--- src/rtl/divcfg_pkg.sv ---
// Shared constants and the programming word type for the divider loader.
// Assumes a 9-bit feedback value and a one-bit output select.
package divcfg_pkg;
    localparam int M_W      = 9;
    localparam int FRAME_W  = M_W + 1;
    localparam int RATIO_W  = 3;
    localparam int DIV_LO   = 2;
    localparam int DIV_HI   = 4;

    typedef struct packed {
        logic           n;
        logic [M_W-1:0] m;
    } cfg_t;

    typedef enum logic [1:0] {
        SRC_HOLD = 2'd0,
        SRC_PAR  = 2'd1,
        SRC_SER  = 2'd2
    } src_e;
endpackage

--- src/rtl/divcfg_sync.sv ---
// Multi-stage synchronizer for a bundle of asynchronous inputs.
// Assumes each bit is sampled on its own; reset loads RST_VAL into every stage.
module divcfg_sync #(
    parameter int          W       = 1,
    parameter int          STAGES  = 2,
    parameter logic [W-1:0] RST_VAL = '0
) (
    input  logic         clk,
    input  logic         rst_n,
    input  logic [W-1:0] d,
    output logic [W-1:0] q
);
    logic [W-1:0] stage_q [STAGES];

    // Move input bits through the chain of stages
    always_ff @(posedge clk) begin
        if (!rst_n) begin
            for (int i = 0; i < STAGES; i++) stage_q[i] <= RST_VAL;
        end else begin
            stage_q[0] <= d;
            for (int i = 1; i < STAGES; i++) stage_q[i] <= stage_q[i-1];
        end
    end

    assign q = stage_q[STAGES-1];
endmodule

--- src/rtl/divcfg_shift.sv ---
// Serial shift register of the loader. Finds rising serial clock edges and
// shifts in one data bit on each edge while enabled. Only the last FW bits are kept.
// Assumes synchronized inputs and a serial clock of at most a quarter of clk.
module divcfg_shift #(
    parameter int FW = 10
) (
    input  logic          clk,
    input  logic          rst_n,
    input  logic          sclk_s,
    input  logic          sdat_s,
    input  logic          enable,
    output logic          shift_pulse,
    output logic [FW-1:0] sh_q,
    output logic [FW-1:0] sh_next
);
    logic sclk_q;

    // Remember the previous serial clock level for edge detection
    always_ff @(posedge clk) begin
        if (!rst_n) sclk_q <= 1'b0;
        else        sclk_q <= sclk_s;
    end

    // Qualify a rising serial clock edge with the enable
    assign shift_pulse = sclk_s & ~sclk_q & enable;

    // Next shift register contents: newest bit goes in at the bottom
    always_comb begin
        sh_next = sh_q;
        if (shift_pulse) sh_next = {sh_q[FW-2:0], sdat_s};
    end

    // Store the shift register
    always_ff @(posedge clk) begin
        if (!rst_n) sh_q <= '0;
        else        sh_q <= sh_next;
    end
endmodule

--- src/rtl/divcfg_regs.sv ---
// Programming word register. Decides which source writes M and N:
// parallel flow-through, a serial transfer, or hold.
// Assumes synchronized controls and a shift value that already includes this cycle's shift.
module divcfg_regs
    import divcfg_pkg::*;
(
    input  logic               clk,
    input  logic               rst_n,
    input  logic               par_n_s,
    input  logic [M_W-1:0]     par_m_s,
    input  logic               ld_s,
    input  logic               shift_pulse,
    input  logic [FRAME_W-1:0] sh_next,
    output cfg_t               cfg_q
);
    logic ld_q;
    logic ld_rise;
    src_e src;

    // Remember the previous load level for edge detection
    always_ff @(posedge clk) begin
        if (!rst_n) ld_q <= 1'b0;
        else        ld_q <= ld_s;
    end

    assign ld_rise = ld_s & ~ld_q;

    // Choose the writer: the parallel strobe wins, then serial events
    always_comb begin
        if (!par_n_s)                            src = SRC_PAR;
        else if (ld_rise || (ld_s && shift_pulse)) src = SRC_SER;
        else                                     src = SRC_HOLD;
    end

    // Update the programming word from the chosen source
    always_ff @(posedge clk) begin
        if (!rst_n) begin
            cfg_q <= '0;
        end else begin
            case (src)
                SRC_PAR: cfg_q <= '{n: 1'b0, m: par_m_s};
                SRC_SER: cfg_q <= cfg_t'(sh_next);
                default: cfg_q <= cfg_q;
            endcase
        end
    end
endmodule

--- src/rtl/divcfg_load.sv ---
// Top level of the divider configuration loader. Synchronizes the pins,
// runs the serial shifter and the word register, and drives the divider controls
// and the lock range flag.
// Assumes clk runs at least four times faster than ser_clk.
module divcfg_load
    import divcfg_pkg::*;
#(
    parameter int SYNC_STAGES = 2,
    parameter int LOCK_LO     = 125,
    parameter int LOCK_HI     = 350
) (
    input  logic               clk,
    input  logic               rst_n,
    input  logic               par_ld_n,
    input  logic [M_W-1:0]     par_m,
    input  logic               ser_clk,
    input  logic               ser_dat,
    input  logic               ser_ld,
    input  logic               mreset,
    output logic [M_W-1:0]     m_out,
    output logic               n_sel,
    output logic [RATIO_W-1:0] div_ratio,
    output logic               div_rst,
    output logic               m_oor
);
    localparam int CTL_W = 5;
    localparam logic [CTL_W-1:0] CTL_RST = 5'b10000;

    logic [CTL_W-1:0]   ctl_s;
    logic               par_n_s;
    logic               sclk_s;
    logic               sdat_s;
    logic               ser_ld_s;
    logic               mrst_s;
    logic [M_W-1:0]     par_m_s;
    logic               shift_pulse;
    logic [FRAME_W-1:0] sh_q;
    logic [FRAME_W-1:0] sh_next;
    cfg_t               cfg_q;

    divcfg_sync #(.W(CTL_W), .STAGES(SYNC_STAGES), .RST_VAL(CTL_RST)) u_sync_ctl (
        .clk   (clk),
        .rst_n (rst_n),
        .d     ({par_ld_n, ser_clk, ser_dat, ser_ld, mreset}),
        .q     (ctl_s)
    );

    divcfg_sync #(.W(M_W), .STAGES(SYNC_STAGES), .RST_VAL('0)) u_sync_bus (
        .clk   (clk),
        .rst_n (rst_n),
        .d     (par_m),
        .q     (par_m_s)
    );

    assign {par_n_s, sclk_s, sdat_s, ser_ld_s, mrst_s} = ctl_s;

    divcfg_shift #(.FW(FRAME_W)) u_shift (
        .clk         (clk),
        .rst_n       (rst_n),
        .sclk_s      (sclk_s),
        .sdat_s      (sdat_s),
        .enable      (par_n_s),
        .shift_pulse (shift_pulse),
        .sh_q        (sh_q),
        .sh_next     (sh_next)
    );

    divcfg_regs u_regs (
        .clk         (clk),
        .rst_n       (rst_n),
        .par_n_s     (par_n_s),
        .par_m_s     (par_m_s),
        .ld_s        (ser_ld_s),
        .shift_pulse (shift_pulse),
        .sh_next     (sh_next),
        .cfg_q       (cfg_q)
    );

    assign m_out     = cfg_q.m;
    assign n_sel     = cfg_q.n;
    assign div_ratio = cfg_q.n ? RATIO_W'(DIV_HI) : RATIO_W'(DIV_LO);
    assign div_rst   = mrst_s;
    assign m_oor     = (cfg_q.m < M_W'(LOCK_LO)) || (cfg_q.m > M_W'(LOCK_HI));
endmodule

--- config.mk ---
export PLATFORM = sky130hd
export DESIGN_NAME = divcfg_load
export DESIGN_NICKNAME = d
export VERILOG_FILES = /design/src/rtl/divcfg_pkg.sv /design/src/rtl/divcfg_sync.sv /design/src/rtl/divcfg_shift.sv /design/src/rtl/divcfg_regs.sv /design/src/rtl/divcfg_load.sv
export SDC_FILE = /design/constraint.sdc
export NUM_CORES = 1
export LEC_CHECK = 0
export BUFFER_PORTS_ARGS = -buffer_cell sky130_fd_sc_hd__buf_4
export CAP_MARGIN = 20
export CORE_AREA = 2 2 63 59
export DETAILED_ROUTE_END_ITERATION = 10
export DIE_AREA = 0 0 65 61
export PLACE_DENSITY = 0.75
export RECOVER_POWER = 50
export REMOVE_ABC_BUFFERS = 1
export SLEW_MARGIN = 10
export SYNTH_ARGS = -nofsm -noshare
export SYNTH_HDL_FRONTEND = slang
export SYNTH_SLANG_ARGS = --single-unit
export TNS_END_PERCENT = 5
--- constraint.sdc ---
create_clock -name clk -period 1.39 [get_ports clk]
set_clock_uncertainty 0.15 [all_clocks]
set_input_delay 0.139 -clock clk [delete_from_list [all_inputs] [get_ports clk]]
set_output_delay 0.139 -clock clk [all_outputs]
set_load 0.01 [all_outputs]
==> flow_summary.ini <==
[outcome]
status = complete, but fails checks
violations = negative setup slack

[synthesis]
synth_top_area_share_pct = 58.4
synthDistinctLibCells = 25
synthCells = 158
syn_area_um2 = 1720
yosysWarningCount = 0
synth_flop_cell = dfxtp_1
synthTopCellsByCount = 50 x dfxtp_1, 28 x and2_1
synth.most_common_cell = dfxtp_1
synth_fa_ha_area_share_pct = 0
synth_edf_count = 0
yosysSeqAreaShare_pct = 58.4
async_flop_share_pct = 0
synth_simple_gate_area_share_pct = 21.4
synth_mux_area_share_pct = 5.84
synth_compound_area_share_pct = 9.34
yosysTopAreaCell = dfxtp_1
ys_top_cells_by_area = dfxtp_1 58%, and2_1 10%, mux2i_1 5.8%
synth_xor_area_share_pct = 0
syn_area_per_cell_um2 = 10.9
ys_ff_latch = 50
synth_top_family_by_area = simple AND/OR/NAND/NOR gates

[global_routing]
antenna_found_initial = 0
grtUsageTotal_pct = 18.4
grt_pass1_wl_um = 5220
grt_pass1_vias = 1135
overflow = 0
grt_max_degree = 31

[cts]
cts_sinks = 50
cts_tree = done
clk_pin_slew_ns = 0.09
htree_num_levels = 2
cts_root_buf = clkbuf_8
clk_path_buf_depth = 2
clk_latency_ns = 0.31
cts_buffers = 5

[place]
placedInstanceArea_um2 = 1970
port_buffers = 29
gp_congestion = 0.795
placed_cells = 223

[job]
cap_violations = 0

[timing]
period_minus_slack_ns = 1.59
fin_ws_ns = -0.198
fmax_ghz = 0.630
fin_crit_sh_pct = 114
rsz0062_at_grt = true
final_max_slew_viol_count = 0
fin_setup_tns_ns = -0.198
setup_viol = 1
worst_hold_slack_ns = 0.258
final_hold_viol_count = 0

[min_path]
min_path_type = primary input to register

[critical_path]
critPathMaxStageDelay_ns = 0.34
worstPathMaxFanout = 3
end_kind = output port
crit_slowest_cell = dfxtp_2
worstSetupPathType = register to output port
cp_top_family = flip-flops
cp.arrival_ns = 1.30
critPathLaunchType = register
crit_chain = and4_4, a211o_1, o21ai_1, buf_4
path_buf_inv = 1
worstPathRequired_ns = 1.10

[routing]
totalWireLength_um = 3190
drt_iter0_markers = 50
vias = 1218
viasPerCell = 4.93
drcViolationCount = 0
detail_route.wl_per_cell_um = 12.9
first_pass_iters = 4
postRouteAntennaNets = 0

[floorplanning]
pin_count = 31
start_util_pct = 52.3
die_y_um = 61
dieArea_um2 = 3970
fp.dieW_um = 65
coreArea_um2 = 3280
fp-row-count = 20

[cells_and_area]
drive_gt1_share_pct = 27.1
fillCellCount = 261
nNetsFinal = 218
design_area_um2 = 2230
instances_no_fill = 247
post-route-util_pct = 68.0
syn2layout_area_growth_pct = 30.0
antenna_cells = 0

[power_and_ir_drop]
ir_drop_mv = 0.767
leakagePower_nw = 0.971
power.density_nw_per_um2 = 1120
[cell usage in the layout (no fill, tap or decap), drive strengths merged]
| cell | synthesis | routed |
|---|---|---|
| a211o | 1 | 1 |
| a21o | 1 | 1 |
| a31oi | 1 | 1 |
| and2 | 28 | 28 |
| and2b | 1 | 1 |
| and4 | 1 | 1 |
| buf | 7 | 34 |
| clkbuf | 6 | 8 |
| clkinv | 0 | 1 |
| clkinvlp | 0 | 1 |
| conb | 1 | 1 |
| dfxtp | 50 | 50 |
| dlygate4sd3 | 0 | 14 |
| inv | 4 | 4 |
| mux2i | 10 | 10 |
| nand2b | 2 | 2 |
| nand3 | 10 | 10 |
| nand3b | 10 | 10 |
| nor2 | 10 | 10 |
| o2111ai | 1 | 1 |
| o211ai | 1 | 1 |
| o21a | 2 | 2 |
| o21ai | 1 | 1 |
| o221ai | 9 | 9 |
| o32ai | 1 | 1 |
[report_power, final]
part | internal (mW) | switching (mW)
clock network | 0.400 | 0.452
logic | 0.0981 | 0.0695
registers | 1.47 | 0.0145
[worst reg2reg max path, cell delays in order (launching register included)]
cell and delay [ns]:
dfxtp_2 0.35, nand3b_1 0.13, buf_12 0.16, mux2i_1 0.27
o221ai_1 0.16
[registers in the layout (all words and copies together) (netlist names)]
signal	flops
u_regs.cfg_q	10
u_sync_bus.stage_q	18
u_shift.sh_q	10
u_regs.ld_q	1
u_sync_ctl.stage_q	10
u_shift.sclk_q	1
[per-stage QoR]
stage               worst slack, ns  power, mW
floorplan                    -0.367       1.58
global placement             0.0833       1.65
detailed placement           0.0231       1.66
CTS                          -0.209       2.52
global route                 -0.269       2.61
finish                       -0.198       2.51
[metal layers]
layer / share of wire, % / wire length (um) / track usage (%) / vias up
li1: - / - / - / 622
met1: 44 / 1390 / 20.7 / 563
met2: 50 / 1600 / 32.1 / 25
met3: 4.6 / 146 / 7.05 / 8
met4: 1.6 / 50 / 7.29 / 0
met5: 0 / 0 / 0 / -
[kinds of logic after synthesis]
logic type | count (synthesis)
other | 1
buffers and inverters | 17
muxes | 10
DFF | 50
AOI/OAI and AO/OA | 18
and+or+nand+nor | 62
[worst paths after layout]
check | cells after the start | endpoint | slack [ns] | from
setup / recovery | 4 | m_oor | -0.20 | u_regs.cfg_q[2]
hold / removal | 2 | u_shift.sclk_q | 0.26 | rst_n
setup reg to reg | 4 | u_regs.cfg_q[0] | 0.05 | u_sync_ctl.stage_q[0][9]
hold reg to reg | 1 | u_sync_ctl.stage_q[0][9] | 0.29 | u_sync_ctl.stage_q[0][4]
[what timing repair did]
item | 4_1_cts | 5_1_grt
setup endpoints to repair | 2 | 11
endpoints found under the hold margin | 14 | 0
buffers inserted | 2 | 0
hold buffers | 14 | 0
pin swaps | 2 | 0
resized for setup | 7 | 2
[cell type report]
type                       count  area, um^2  area share [%]
clock inverter                 2        12.5           0.561
sequential                    50        1010            45.2
clock buffer                   6        82.6            3.70
timing repair buffer          50         422            18.9
multi-input combinational     91         634            28.5
inverter                       4        15.0           0.673
tap                           44        55.1            2.47
(Power assumes the default switching activity.)
